===== config.mk =====
export PLATFORM = sky130hd
export DESIGN_NAME = beam_pos_counter
export DESIGN_NICKNAME = d
export VERILOG_FILES = /design/src/rtl/beam_pkg.sv /design/src/rtl/beam_step_dec.sv /design/src/rtl/beam_hcnt.sv /design/src/rtl/beam_vcnt.sv /design/src/rtl/beam_rd_pack.sv /design/src/rtl/beam_pos_counter.sv
export SDC_FILE = /design/constraint.sdc
export NUM_CORES = 1
export LEC_CHECK = 0
export BUFFER_PORTS_ARGS = -buffer_cell sky130_fd_sc_hd__buf_2
export CORE_UTILIZATION = 35
export CTS_CLUSTER_SIZE = 28
export DETAILED_ROUTE_END_ITERATION = 16
export PLACE_DENSITY = 0.6
export SLEW_MARGIN = 30
export SYNTH_ARGS = -nofsm -noshare
export SYNTH_HDL_FRONTEND = slang
export SYNTH_HIERARCHICAL = 1
export SYNTH_SLANG_ARGS = --single-unit

===== constraint.sdc =====
create_clock -name clk -period 3.1 [get_ports clk]
set_clock_uncertainty 0.05 [all_clocks]
set_input_delay 0.155 -clock clk [delete_from_list [all_inputs] [get_ports clk]]
set_output_delay 0.155 -clock clk [all_outputs]
set_load 0.01 [all_outputs]

===== src/rtl/beam_pkg.sv =====
package beam_pkg;
    localparam int BYTE_W = 8;
    localparam int RD_W   = 2 * BYTE_W;

    typedef enum logic [1:0] {
        ADV_HOLD  = 2'd0,
        ADV_PIXEL = 2'd1,
        ADV_LINE  = 2'd2,
        ADV_FRAME = 2'd3
    } adv_e;
endpackage


===== src/rtl/beam_step_dec.sv =====
module beam_step_dec
    import beam_pkg::*;
(
    input  logic pix_en,
    input  logic h_last,
    input  logic v_last,
    output adv_e adv
);
    always_comb begin
        unique case ({pix_en, h_last, v_last})
            3'b100, 3'b101: adv = ADV_PIXEL;
            3'b110:         adv = ADV_LINE;
            3'b111:         adv = ADV_FRAME;
            default:        adv = ADV_HOLD;
        endcase
    end
endmodule


===== src/rtl/beam_hcnt.sv =====
module beam_hcnt
    import beam_pkg::*;
#(
    parameter int H_W = 9
) (
    input  logic           clk,
    input  logic           rst_n,
    input  adv_e           adv,
    input  logic           pix_en,
    input  logic [H_W-1:0] line_len,
    output logic [H_W-1:0] h,
    output logic           h_last
);
    localparam int EXT_W = H_W + 1;

    logic [H_W-1:0] h_nxt;

    assign h_last = ({1'b0, h} + EXT_W'(1)) >= {1'b0, line_len};

    always_comb begin
        unique case (adv)
            ADV_HOLD:             h_nxt = h;
            ADV_PIXEL:            h_nxt = h + 1'b1;
            ADV_LINE, ADV_FRAME:  h_nxt = '0;
            default:              h_nxt = h;
        endcase
    end

    always_ff @(posedge clk or negedge rst_n) begin
        if (!rst_n) h <= '0;
        else        h <= h_nxt;
    end

    AST_H_STEP: assert property (@(posedge clk) disable iff (!rst_n)
        (rst_n && pix_en && !h_last) |=> (h == $past(h) + 1'b1));
    AST_H_HOLD: assert property (@(posedge clk) disable iff (!rst_n)
        (rst_n && !pix_en) |=> $stable(h));
    AST_H_WRAP: assert property (@(posedge clk) disable iff (!rst_n)
        (pix_en && h_last) |=> (h == '0));
endmodule


===== src/rtl/beam_vcnt.sv =====
module beam_vcnt
    import beam_pkg::*;
#(
    parameter int V_W = 9
) (
    input  logic           clk,
    input  logic           rst_n,
    input  adv_e           adv,
    input  logic [V_W-2:0] frame_lines,
    input  logic           ilace_dbl,
    output logic [V_W-1:0] v,
    output logic           v_last
);
    localparam int EXT_W = V_W + 1;

    logic [V_W-1:0] v_lim;
    logic [V_W-1:0] v_nxt;

    assign v_lim  = ilace_dbl ? {frame_lines, 1'b0} : {1'b0, frame_lines};
    assign v_last = ({1'b0, v} + EXT_W'(1)) >= {1'b0, v_lim};

    always_comb begin
        unique case (adv)
            ADV_HOLD, ADV_PIXEL: v_nxt = v;
            ADV_LINE:            v_nxt = v + 1'b1;
            ADV_FRAME:           v_nxt = '0;
            default:             v_nxt = v;
        endcase
    end

    always_ff @(posedge clk or negedge rst_n) begin
        if (!rst_n) v <= '0;
        else        v <= v_nxt;
    end

    AST_V_STEP: assert property (@(posedge clk) disable iff (!rst_n)
        (rst_n && adv == ADV_LINE) |=> (v == $past(v) + 1'b1));
    AST_V_HOLD: assert property (@(posedge clk) disable iff (!rst_n)
        (rst_n && (adv == ADV_HOLD || adv == ADV_PIXEL)) |=> $stable(v));
    AST_V_WRAP: assert property (@(posedge clk) disable iff (!rst_n)
        (adv == ADV_FRAME) |=> (v == '0));
endmodule


===== src/rtl/beam_rd_pack.sv =====
module beam_rd_pack
    import beam_pkg::*;
#(
    parameter int V_W = 9
) (
    input  logic              rd_stb,
    input  logic              ilace_dbl,
    input  logic [BYTE_W-1:0] h_hi,
    input  logic [V_W-1:0]    v,
    output logic [RD_W-1:0]   rd_data
);
    logic [BYTE_W-1:0] v_byte;

    assign v_byte  = ilace_dbl ? v[V_W-1 -: BYTE_W] : v[BYTE_W-1:0];
    assign rd_data = rd_stb ? {v_byte, h_hi} : '0;
endmodule


===== src/rtl/beam_pos_counter.sv =====
module beam_pos_counter
    import beam_pkg::*;
#(
    parameter int H_W = 9,
    parameter int V_W = 9
) (
    input  logic                clk,
    input  logic                rst_n,
    input  logic                pix_en,
    input  logic [H_W-1:0]      line_len,
    input  logic [V_W-2:0]      frame_lines,
    input  logic                ilace_dbl,
    input  logic                rd_stb,
    input  logic                wr_stb,
    output logic [RD_W-1:0]     rd_data,
    output logic [H_W-1:0]      h_count,
    output logic [V_W-1:0]      v_count
);
    adv_e adv;
    logic h_last;
    logic v_last;

    beam_step_dec u_step (
        .pix_en (pix_en),
        .h_last (h_last),
        .v_last (v_last),
        .adv    (adv)
    );

    beam_hcnt #(.H_W(H_W)) u_hcnt (
        .clk      (clk),
        .rst_n    (rst_n),
        .adv      (adv),
        .pix_en   (pix_en),
        .line_len (line_len),
        .h        (h_count),
        .h_last   (h_last)
    );

    beam_vcnt #(.V_W(V_W)) u_vcnt (
        .clk         (clk),
        .rst_n       (rst_n),
        .adv         (adv),
        .frame_lines (frame_lines),
        .ilace_dbl   (ilace_dbl),
        .v           (v_count),
        .v_last      (v_last)
    );

    beam_rd_pack #(.V_W(V_W)) u_pack (
        .rd_stb    (rd_stb),
        .ilace_dbl (ilace_dbl),
        .h_hi      (h_count[H_W-1 -: BYTE_W]),
        .v         (v_count),
        .rd_data   (rd_data)
    );

    AST_RD_IDLE_ZERO: assert property (@(posedge clk) disable iff (!rst_n)
        !rd_stb |-> (rd_data == '0));
    AST_WR_NO_EFFECT: assert property (@(posedge clk) disable iff (!rst_n)
        (rst_n && wr_stb && !pix_en) |=> ($stable(h_count) && $stable(v_count)));
endmodule


* After elaboration in Yosys (flattened, before gate mapping)
Cells that the tools add are included.
** Word-level totals
- Latch bits :: 0
- Input bits :: 23
- Register bits :: 18
- RAM bits :: 0
- Bits in read-only memories :: 0
- Word-level logic and storage cells :: 25
- Memories :: 0
** Operators by class
- Shifts and indexed selects :: 0
- Divide/modulo/power cells :: 0
- Multiply operators :: 0
- Bitwise gates (word level) :: 0
- Add/subtract/negate cells :: 4
- Muxes and demuxes :: 6
- Equality and inequality tests :: 7
- Reductions and logical operators :: 4
- Order comparisons :: 2
** Operators by type and width (number)
- case mux 9 bit (2 select lines) :: 2
- adder 9 x 1 -> 10 bit, second input constant :: 2
- >= comparator 10 x 9 -> 1 bit :: 2
- adder 9 x 1 -> 9 bit, second input constant :: 2
- two-way mux 16 bit :: 1
- equality test 3 bit, second input constant :: 4
- two-way mux 9 bit :: 1
- two-way mux 8 bit :: 1
- case mux 2 bit (3 select lines) :: 1
- OR reduction 2 bit :: 3
- equality test 2 bit, second input constant :: 2
- equality test 2 x 1 -> 1 bit, second input constant :: 1
- logical NOT 2 bit :: 1

* Depth between registers and ports, before layout
Gate-level depths: netlist of the first run.
- Word-level depth :: 8
- Mapped depth :: 16

* Modules after synthesis
The synthesis of the first run kept the hierarchy.
** Modules (own cells, without submodules)
- beam_vcnt :: cells an instance 90, area each 833.3 um^2, seq. area each 225.2 um^2, times used 1
- beam_hcnt :: cells an instance 87, area each 760.7 um^2, seq. area each 225.2 um^2, times used 1
- beam_rd_pack :: cells an instance 26, area each 196.4 um^2, seq. area each 0.0 um^2, times used 1
- beam_step_dec :: cells an instance 3, area each 21.3 um^2, seq. area each 0.0 um^2, times used 1

* Worst setup path before layout of the first run
OpenSTA, ideal clock, no wires.
- Kind :: flip-flop to flip-flop
- Start :: register u_hcnt.h[3]
- End :: register u_hcnt.h[5]
- Required time :: 2.972 ns
- Path slack :: 0.013 ns
- Arrival :: 2.959 ns
- Stages on the path, launching flop included :: 14
- Path through :: dfrtp_1 > buf_6 > and4_4 > and2_4 > xor2_1 > ha_1 > a21oi_1 > o21ai_0 > a221o_1 > a21boi_2 > clkbuf_1 > nand2_1 > or3_1 > a21oi_1
** Between the ends
- Longest elaborated chain between the ends :: 8
- Elaborated cells on any way between the ends :: 15
** Ends and longest elaborated chain
- from (decl) :: RTL line beam_hcnt.sv:11 : output logic [H_W-1:0] h,
- from (signal assigned) :: RTL line beam_hcnt.sv:31 : else h <= h_nxt;
- adder 9 x 1 -> 10 bit * :: RTL line beam_hcnt.sv:18 : assign h_last = ({1'b0, h} + EXT_W'(1)) >= {1'b0, line_len};
- >= comparator 10 x 9 -> 1 bit * :: RTL line beam_hcnt.sv:18
- net h_last :: RTL line beam_pos_counter.sv:20 : logic h_last;
- equality test 3 bit :: RTL line beam_step_dec.sv:10 : unique case ({pix_en, h_last, v_last})
- OR reduction 2 bit :: RTL line beam_step_dec.sv:10
- case mux 2 bit (3 select lines) * :: RTL line beam_step_dec.sv:10
- net adv[0] :: RTL line beam_pos_counter.sv:19 : adv_e adv;
- equality test 2 bit :: RTL line beam_hcnt.sv:21 : unique case (adv)
- OR reduction 2 bit :: RTL line beam_hcnt.sv:21
- case mux 9 bit (2 select lines) :: RTL line beam_hcnt.sv:21
The timed path passes the listed nets; every way through them passes the cells marked *.
A chain may end at the register's enable or synchronous reset.

* Worst setup path in the final report of the first run
- Start :: register u_hcnt.h[0]
- End :: register u_hcnt.h[5]
The elaborated chain is that of the path after synthesis.

==> results by group, run 1 <==
Global route
  – Total grt overflow: 0
  – Largest net degree at the start of global routing: 19
  – Gr usage total: 15.9%
  – Vias in the first global route: 1,481
  – Initial antenna violation count: 0
  – First-pass GRT wire length: 6710 um

Routing
  – DRC viols: 0
  – DR WL/cell: 12.3 um
  – Antenna-violating nets left: 0
  – Wirelength, routed: 4180 um
  – Vias: 1,656
  – Vias/cell: 4.88
  – Pre-antenna DRT Iters: 5
  – Iteration-0 DRC Markers: 39

Place
  – # port buffers: 55
  – Post-DP HPWL: 3270 um
  – Dpl ws: 0.176 ns
  – Dpl cell area: 2220 sq um
  – Routability congestion estimate: 0.820

Synth
  – Post-synthesis xor/xnor area fraction: 10.2%
  – Register area share after synthesis: 24.9%
  – Netlist Area Pre-Place: 1810 sq um
  – Largest family of logic cells by synthesized area: simple AND/OR/NAND/NOR gates
  – Syn Area/Cell: 8.79 sq um
  – Distinct cells, synth: 38
  – Synth Area in Compound Gates: 10.5%
  – Cell count after synthesis: 206
  – Synth Warn #: 6
  – Synth Register Bits: 18
  – Synth Area in Adders: 13.8%
  – Synth Area in Simple Gates: 23.5%
  – Mux cell area share after synthesis: 9.39%
  – Syn Nets: 249

Worst setup path
  – Critical-path maximum fanout: 6
  – Crit path cell chain: and3_1 -> and2_4 -> xor2_1 -> ha_1 -> a21oi_1 -> o21ai_0 -> a221o_1 -> a21boi_2 -> nand2_1 -> or3_1 -> a21oi_1
  – Critical Path RT: 3.23 ns
  – Launch point of the worst reg-to-reg path: u_hcnt/h[0]$_DFFE_PN0P_
  – CP bufs+invs: 0
  – Worst R2R Setup Slack: 0.21 ns
  – Worst reg-to-reg path cell count: 11
  – Worst reg2reg endpoint: u_hcnt/h[5]$_DFFE_PN0P_
  – Critical path's most frequent cell: a21oi_1
  – Critical Path Sink Type: flip-flop
  – Crit path max-delay family: compound AO/OA/AOI/OAI gates
  – Slowest cell on crit path: dfrtp_1
  – Crit path arrival time: 3.02 ns
  – Critical Path Start Type: flip-flop
  – Slowest cell delay on critical path: 0.46 ns
  – Instance count on the critical path: 11
  – Critical path class: flip-flop to flip-flop

Floorplanning
  – Num ports: 57
  – FP Rows: 25
  – Starting density of the core: 37.4%
  – Die area: 5470 sq um
  – Die W: 73.9 um
  – Core area: 4850 sq um
  – Die height: 73.9 um

Timing
  – Hold Fails Final Rpt: 0
  – TNS Setup: 0 ns
  – Worst-margin pin slew: 0.428 ns
  – Post-layout minimum cycle time: 2.89 ns
  – Setup violators final: 0
  – RSZ-0062 raised after global routing: true
  – F_max: 346 MHz
  – Setup ws final: 0.210 ns
  – Max-slew violation count: 0
  – Period utilization: 93.2%
  – Relative slew slack: 71.5%

Clocking
  – CTS tree: yes
  – Htree depth: 1
  – Root Driver: clkbuf_8
  – Skew-Pair Late Insertion Delay: 0.25 ns
  – Inserted Clock Buffers: 3
  – Sink Count: 18
  – Clk buf depth: 2
  – Clock transition at the registers of the reported paths: 0.07 ns
  – Post-CTS Setup Repair Bufs: 0

Finish
  – Most frequent cells in the layout: 55 x buf_2, 19 x ha_1, 18 x inv_1, 17 x mux2i_1, 16 x buf_4
  – Share of cells above drive strength 1: 32.0%
  – Commonest non-fill, non-tap cell in the layout: buf_2
  – Area Overhead vs Synth: 26.4%
  – Finished Cell Area: 2290 sq um
  – Final net count: 316
  – ANT cells: 0
  – Fillcell total: 477

Pwr
  – Largest vdd supply drop: 0.446 mV
  – Power Dens Cells: 657 nW/um^2
  – Leakage dissipation: 1.21 nW

Run status
  – Status: finished, final reports clean

Flow run
  – Max Cap Viol: 0

Hold path
  – Min-delay worst type: primary input to async pin
synthesized netlist by cell type, drive strengths merged:
cell type | count | area share, %
ha | 20 | 14
clkbuf | 3 | 0.62
nor2 | 14 | 3.3
dfrtp | 18 | 25
a21oi | 10 | 2.8
a21boi | 1 | 0.62
nand4 | 6 | 2.9
o311ai | 1 | 0.48
nor3 | 1 | 0.28
mux2i | 17 | 9.4
and2 | 10 | 3.6
inv | 18 | 3.7
nand2 | 12 | 2.5
a31o | 1 | 0.48
o221ai | 2 | 0.97
a311o | 1 | 0.55
xnor2 | 10 | 4.8
nand3 | 8 | 2.9
nor2b | 10 | 3.5
a22o | 1 | 0.48
xor2 | 11 | 5.3
a221o | 1 | 0.55
nor3b | 1 | 0.41
and3 | 4 | 1.5
or3 | 1 | 0.35
a41o | 1 | 0.55
buf | 7 | 3.5
and4 | 1 | 0.62
o21ai | 6 | 1.7
o22ai | 4 | 1.4
nand2b | 5 | 1.7
final cells by class:
class                   instances  area [sq um]  share of cell area [%]
multi-input cells             160          1220                    53.4
flip-flops and latches         18           455                    19.9
repair buffers                 72           405                    17.7
well taps                      67          83.8                    3.66
inverters                      18          67.6                    2.95
clock buffers                   4          55.1                    2.40
flip-flops by register name, summed over array words and instances, names as in the netlist:
register and count:
u_hcnt/h 9, u_vcnt/v 9
how the worst max path moves through the flow:
| stage | slack, ns | from | to |
|---|---|---|---|
| CTS | 0.14 | u_hcnt/h[0]$_DFFE_PN0P_ | u_hcnt/h[5]$_DFFE_PN0P_ |
| global route | -0.04 | u_vcnt/v[0]$_DFFE_PN0N_ | u_vcnt/v[2]$_DFFE_PN0N_ |
| finish | 0.21 | u_hcnt/h[0]$_DFFE_PN0P_ | u_hcnt/h[5]$_DFFE_PN0P_ |
| floorplan | 0.01 | u_hcnt/h[3]$_DFFE_PN0P_ | u_hcnt/h[5]$_DFFE_PN0P_ |
| detailed placement | 0.18 | u_hcnt/h[0]$_DFFE_PN0P_ | u_hcnt/h[5]$_DFFE_PN0P_ |
| global placement | 0.20 | u_hcnt/h[0]$_DFFE_PN0P_ | u_hcnt/h[5]$_DFFE_PN0P_ |
layer usage:
layer	vias up	GRT usage, %	share of wire [%]
li1	847	-	-
met1	763	22.2	49
met2	44	26.5	47
met3	2	2.85	4.0
met4	0	1.92	0.26
met5	-	0	0
timing repair:
item,CTS,global route
resized for setup,0,6
hold buffers,1,0
hold endpoints to repair,18,0
endpoints found under the setup margin,0,4
where the power goes:
group / leakage (nW) / total (mW) / internal [mW] / switching, mW
sequential: 0.212 / 0.427 / 0.314 / 0.114
combinational: 0.972 / 0.885 / 0.420 / 0.466
clock: 0.0288 / 0.191 / 0.113 / 0.0779
metrics by stage:
stage | hold WS, ns | std cells | power, mW | util, %
2_1_floorplan | -0.191 | 206 | 1.00 | -
5_1_grt | 0.356 | 339 | 1.64 | 47.2
3_3_place_gp | 0.0691 | 334 | 1.29 | 45.7
3_5_place_dp | 0.0757 | 334 | 1.31 | 45.7
4_1_cts | 0.329 | 339 | 1.50 | 47.1
6_report | 0.317 | 339 | 1.50 | 47.2
worst reg2reg max path, delay by kind of cell (launching register included):
| family | cells | cell delay, ns |
|---|---|---|
| adder cells (fa/ha/maj) | 1 | 0.31 |
| AO/OA/AOI/OAI | 5 | 1.02 |
| AND/OR/NAND/NOR | 4 | 0.85 |
| XOR/XNOR | 1 | 0.13 |
| flip-flops | 1 | 0.46 |
cell families (layout without fill, tap and decap cells):
logic type               after synthesis  count (layout)
AO/OA/AOI/OAI                         29              29
XOR/XNOR                              21              21
adder cells (fa/ha/maj)               20              20
buffers and inverters                 28              94
flip-flops                            18              18
multiplexers                          17              17
AND/OR/NAND/NOR                       73              73
Power figures use the tool's default switching activity.
==> run 2, diff against run 1 <==
==> constraint.sdc (replaced) <==
create_clock -name clk -period 3.1 [get_ports clk]
set_clock_uncertainty 0.05 [all_clocks]
set_input_delay 0.31 -clock clk [delete_from_list [all_inputs] [get_ports clk]]
set_output_delay 0.31 -clock clk [all_outputs]
set_load 0.01 [all_outputs]
==> run 2 against run 1 <==
  * Wire length fell by 2.6%
  * Worst hold slack better by 0.15 ns
  * Global-route usage grew 0.44 points
  * Sequential share of layout area is essentially flat
  * Via count decreased by 1.1%
  * Highest routed layer unchanged
  * Clock power about the same
  * Critical endpoint unchanged
  * Non-clock buffer count is the same
  * First-iteration DRC count is 100% higher
  * Sequential cell count stayed put
==> results by group, run 2 (synthesized netlist as in run 1, its figures left out) <==
Run status
  – Status: finished, final reports clean

Finish
  – Share of cells above drive strength 1: 32.4%
  – Most frequent cells in the layout: 55 x buf_2, 19 x ha_1, 18 x inv_1, 17 x mux2i_1, 16 x buf_4
  – Top Registers: u_hcnt/h x9, u_vcnt/v x9
  – ANT cells: 0
  – Final net count: 316
  – Area Overhead vs Synth: 26.5%
  – Fillcell total: 490
  – Finished Cell Area: 2290 sq um
  – Commonest non-fill, non-tap cell in the layout: buf_2

Routing
  – Vias: 1,638
  – Wirelength, routed: 4070 um
  – Iteration-0 DRC Markers: 79
  – DR WL/cell: 12.0 um
  – Antenna-violating nets left: 0
  – Vias/cell: 4.83
  – DRC viols: 0
  – Pre-antenna DRT Iters: 4

Global route
  – Gr usage total: 16.4%
  – Initial antenna violation count: 0
  – First-pass GRT wire length: 6920 um
  – Largest net degree at the start of global routing: 19
  – Total grt overflow: 0
  – Vias in the first global route: 1,500

Hold path
  – Min-delay worst type: primary input to async pin

Timing
  – TNS Setup: 0 ns
  – Post-layout minimum cycle time: 2.89 ns
  – RSZ-0062 raised after global routing: false
  – F_max: 346 MHz
  – Setup violators final: 0
  – Hold slack: 0.467 ns
  – Relative slew slack: 71.7%
  – Hold Fails Final Rpt: 0
  – Max-slew violation count: 0
  – Period utilization: 93.2%
  – Worst-margin pin slew: 0.424 ns

Worst setup path
  – Slowest cell on crit path: dfrtp_1
  – Slowest cell delay on critical path: 0.44 ns
  – Critical Path Sink Type: flip-flop
  – Crit path arrival time: 3.02 ns
  – Critical-path maximum fanout: 7
  – Crit path cell chain: and4_4 -> and2_4 -> xor2_1 -> ha_1 -> a21oi_1 -> o21ai_0 -> a221o_1 -> a21boi_2 -> nand2_1 -> or3_1 -> a21oi_1
  – Crit path max-delay family: compound AO/OA/AOI/OAI gates
  – Critical path class: flip-flop to flip-flop
  – Critical Path Start Type: flip-flop
  – Critical Path RT: 3.23 ns
  – Critical path's most frequent cell: a21oi_1
  – CP bufs+invs: 0

Floorplanning
  – Num ports: 57
  – Starting density of the core: 37.4%
  – Die area: 5470 sq um
  – Die height: 73.9 um
  – Core area: 4850 sq um
  – Die W: 73.9 um
  – FP Rows: 25

Place
  – Post-DP HPWL: 3220 um
  – # port buffers: 55
  – Routability congestion estimate: 0.778
  – Dpl cell area: 2220 sq um

Pwr
  – Leakage dissipation: 1.21 nW
  – Power Dens Cells: 656 nW/um^2
  – Largest vdd supply drop: 0.390 mV

Flow run
  – Max Cap Viol: 0

Clocking
  – Post-CTS Setup Repair Bufs: 0
  – Inserted Clock Buffers: 3
  – Clock transition at the registers of the reported paths: 0.07 ns
  – Root Driver: clkbuf_8
  – Clk buf depth: 2
  – CTS tree: yes
  – Htree depth: 1
  – Skew-Pair Late Insertion Delay: 0.25 ns
  – Sink Count: 18
## run 2: worst register-to-register path, stage by stage, from the launching register on
cell and delay [ns]:
dfrtp_1 0.44, and4_4 0.28, and2_4 0.15, xor2_1 0.17, ha_1 0.27, a21oi_1 0.14
o21ai_0 0.09, a221o_1 0.39, a21boi_2 0.23, nand2_1 0.14, or3_1 0.32, a21oi_1 0.16
## run 2: final timing paths
kind	startpoint	to	slack [ns]	depth (start not counted)
setup / recovery	u_hcnt/h[5]$_DFFE_PN0P_	u_hcnt/h[5]$_DFFE_PN0P_	0.21	11
setup reg to reg	u_hcnt/h[5]$_DFFE_PN0P_	u_hcnt/h[5]$_DFFE_PN0P_	0.21	11
min in group clk	pix_en	u_vcnt/v[3]$_DFFE_PN0N_	0.47	3
hold reg to reg	u_vcnt/v[0]$_DFFE_PN0N_	u_vcnt/v[0]$_DFFE_PN0N_	0.56	2
max in group asynchronous	rst_n	u_vcnt/v[2]$_DFFE_PN0N_	2.21	2
hold / removal	rst_n	u_vcnt/v[8]$_DFFE_PN0N_	0.47	2
## run 2: routing by layer
layer | GRT usage (%) | share of wire (%) | vias up
li1 | - | - | 848
met1 | 23.0 | 48 | 745
met2 | 27.2 | 47 | 43
met3 | 3.25 | 4.5 | 2
met4 | 1.28 | 0.15 | 0
met5 | 0 | 0 | -
## run 2: layout make-up
type | instances | area (sq um) | share of cell area, %
multi-input combinational | 160 | 1220 | 53.4
timing repair buffer | 72 | 405 | 17.7
clock buffer | 4 | 55.1 | 2.40
sequential | 18 | 457 | 19.9
inverter | 18 | 67.6 | 2.95
tap | 67 | 83.8 | 3.66
## run 2: timing repair
action	4_1_cts	5_1_grt
hold buffers	1	0
setup endpoints to repair	0	11
gates resized for setup	0	7
endpoints found under the hold margin	18	0
## run 2: power by group
part | internal [mW] | total (mW) | leakage, nW | switching (mW)
clock | 0.113 | 0.194 | 0.0288 | 0.0810
sequential | 0.315 | 0.433 | 0.211 | 0.118
combinational | 0.418 | 0.876 | 0.971 | 0.457
total | 0.846 | 1.50 | 1.21 | 0.656
## run 2: metrics by stage
stage / worst slack, ns / util [%] / std cells / total power, mW
after global placement: 0.152 / 45.7 / 334 / 1.29
after CTS: 0.0922 / 47.1 / 339 / 1.51
final: 0.209 / 47.3 / 339 / 1.50
after global routing: 0.00192 / 47.3 / 339 / 1.66
after detailed placement: 0.139 / 45.7 / 334 / 1.30
after floorplan: 0.0133 / - / 206 / 1.00
==> run 3, diff against run 2 <==
--- a/config.mk
+++ b/config.mk
@@ -9,7 +9,7 @@
 export CORE_UTILIZATION = 35
 export CTS_CLUSTER_SIZE = 28
 export DETAILED_ROUTE_END_ITERATION = 16
-export PLACE_DENSITY = 0.6
+export PLACE_DENSITY_LB_ADDON = 0.1
 export SLEW_MARGIN = 30
 export SYNTH_ARGS = -nofsm -noshare
 export SYNTH_HDL_FRONTEND = slang
==> run 3 against run 2 <==
  * Worst setup slack got worse by 0.022 ns
  * Cell count did not move
  * Utilization fell by 0.13 points
  * Largest cell class unchanged
==> results by group, run 3 (synthesized netlist as in run 1, its figures left out) <==
Run status
  – Status: finished, final reports clean

Finish
  – Finished Cell Area: 2280 sq um
  – Final net count: 317
  – Commonest non-fill, non-tap cell in the layout: buf_2
  – Final Non-Filler Cells: 339
  – Share of cells above drive strength 1: 32.0%
  – Final core utilization: 47.1%
  – ANT cells: 0
  – Fillcell total: 492
  – Area Overhead vs Synth: 26.1%
  – Most frequent cells in the layout: 55 x buf_2, 19 x ha_1, 18 x inv_1, 17 x buf_4, 17 x mux2i_1
  – Top Registers: u_hcnt/h x9, u_vcnt/v x9

Pwr
  – Tot Pwr: 1.47 mW
  – Sw Share: 44.4%
  – Leakage dissipation: 1.21 nW
  – Reg power frac: 29.2%
  – Power Dens Cells: 644 nW/um^2
  – Internal Power: 0.817 mW
  – Part of the power in the clock network: 11.2%
  – Largest vdd supply drop: 0.354 mV
  – Logic gate share of total power: 59.5%
  – Net Sw Power: 0.653 mW

Worst setup path
  – Critical Path Sink Type: flip-flop
  – Critical path class: flip-flop to flip-flop
  – Critical-path maximum fanout: 7
  – Critical Path RT: 3.23 ns
  – Crit path arrival time: 3.05 ns
  – Critical Path Start Type: flip-flop

Place
  – # port buffers: 55
  – Dpl ws: 0.109 ns
  – Routability congestion estimate: 0.768
  – Dpl cell area: 2220 sq um
  – Post-DP HPWL: 3450 um
  – Inst Count DP: 335

Clocking
  – CTS tree: yes
  – Htree depth: 1
  – Inserted Clock Buffers: 3
  – Clock transition at the registers of the reported paths: 0.07 ns
  – Sink Count: 18
  – Skew-Pair Late Insertion Delay: 0.25 ns
  – Root Driver: clkbuf_8
  – Clk buf depth: 2

Routing
  – Vias/cell: 4.86
  – Iteration-0 DRC Markers: 66
  – Antenna-violating nets left: 0
  – Vias: 1,646
  – DRC viols: 0
  – Wirelength, routed: 4320 um
  – Pre-antenna DRT Iters: 5
  – DR WL/cell: 12.7 um

Global route
  – Largest net degree at the start of global routing: 19
  – Initial antenna violation count: 0
  – Total grt overflow: 0
  – Vias in the first global route: 1,529
  – First-pass GRT wire length: 7200 um
  – Gr usage total: 17.2%

Timing
  – Hold Fails Final Rpt: 0
  – Post-layout minimum cycle time: 2.91 ns
  – Hold slack: 0.484 ns
  – Relative slew slack: 72.0%
  – Period utilization: 94.0%
  – RSZ-0062 raised after global routing: false
  – F_max: 343 MHz
  – Setup ws final: 0.187 ns
  – Worst-margin pin slew: 0.420 ns
  – Max-slew violation count: 0
  – TNS Setup: 0 ns
  – Setup violators final: 0

Floorplanning
  – Starting density of the core: 37.4%
  – Core area: 4850 sq um
  – Die area: 5470 sq um
  – Num ports: 57
  – Die height: 73.9 um
  – FP Rows: 25
  – Die W: 73.9 um

Hold path
  – Min-delay worst type: primary input to async pin

Flow run
  – Max Cap Viol: 0
run 3: area by class of cell:
| cell class | instances | area, sq um | area share, % |
|---|---|---|---|
| tap | 67 | 83.8 | 3.67 |
| inverter | 18 | 67.6 | 2.96 |
| clock buffer | 3 | 41.3 | 1.81 |
| multi-input combinational | 160 | 1220 | 53.6 |
| timing repair buffer | 73 | 413 | 18.1 |
| sequential | 18 | 454 | 19.9 |
run 3: path summary, 6_finish.rpt:
path,from,end,slack (ns),cells after the start
setup / recovery,u_hcnt/h[4]$_DFFE_PN0P_,u_hcnt/h[5]$_DFFE_PN0P_,0.19,11
max in group asynchronous,rst_n,u_vcnt/v[5]$_DFFE_PN0N_,2.20,2
hold / removal,rst_n,u_hcnt/h[8]$_DFFE_PN0P_,0.48,2
hold reg to reg,u_vcnt/v[0]$_DFFE_PN0N_,u_vcnt/v[0]$_DFFE_PN0N_,0.57,2
setup reg to reg,u_hcnt/h[4]$_DFFE_PN0P_,u_hcnt/h[5]$_DFFE_PN0P_,0.19,11
min in group clk,pix_en,u_hcnt/h[0]$_DFFE_PN0P_,0.51,4
run 3: metal layers:
layer,routed length [um],GRT usage [%],vias to the layer above
met5,0,0,-
met4,9,2.99,0
met3,174,2.85,2
met2,2040,29.7,48
met1,2090,22.8,751
li1,-,-,845
run 3: timing repair:
item / 4_1_cts / 5_1_grt
buffers inserted: 0 / 0
hold buffers: 1 / 0
gates resized for setup: 0 / 5
endpoints found under the hold margin: 18 / 0
setup endpoints to repair: 0 / 7
run 3: worst max-delay path, cell delays in order, from the launching register on:
cell and delay, ns:
dfrtp_1 0.48, and4_4 0.29, and2_4 0.15, xor2_1 0.14, ha_1 0.27, a21oi_1 0.16, o21ai_0 0.10, a221o_1 0.39
a21boi_2 0.21, nand2_1 0.14, or3_1 0.32, a21oi_1 0.14
run 3: power by group through the flow:
stage / logic, mW / registers (mW) / clock network (mW)
after global placement: 0.875 / 0.431 / 0
after detailed placement: 0.880 / 0.433 / 0
final: 0.876 / 0.430 / 0.165
after global routing: 0.998 / 0.446 / 0.179
after CTS: 0.884 / 0.428 / 0.171
after floorplan: 0.544 / 0.460 / 0
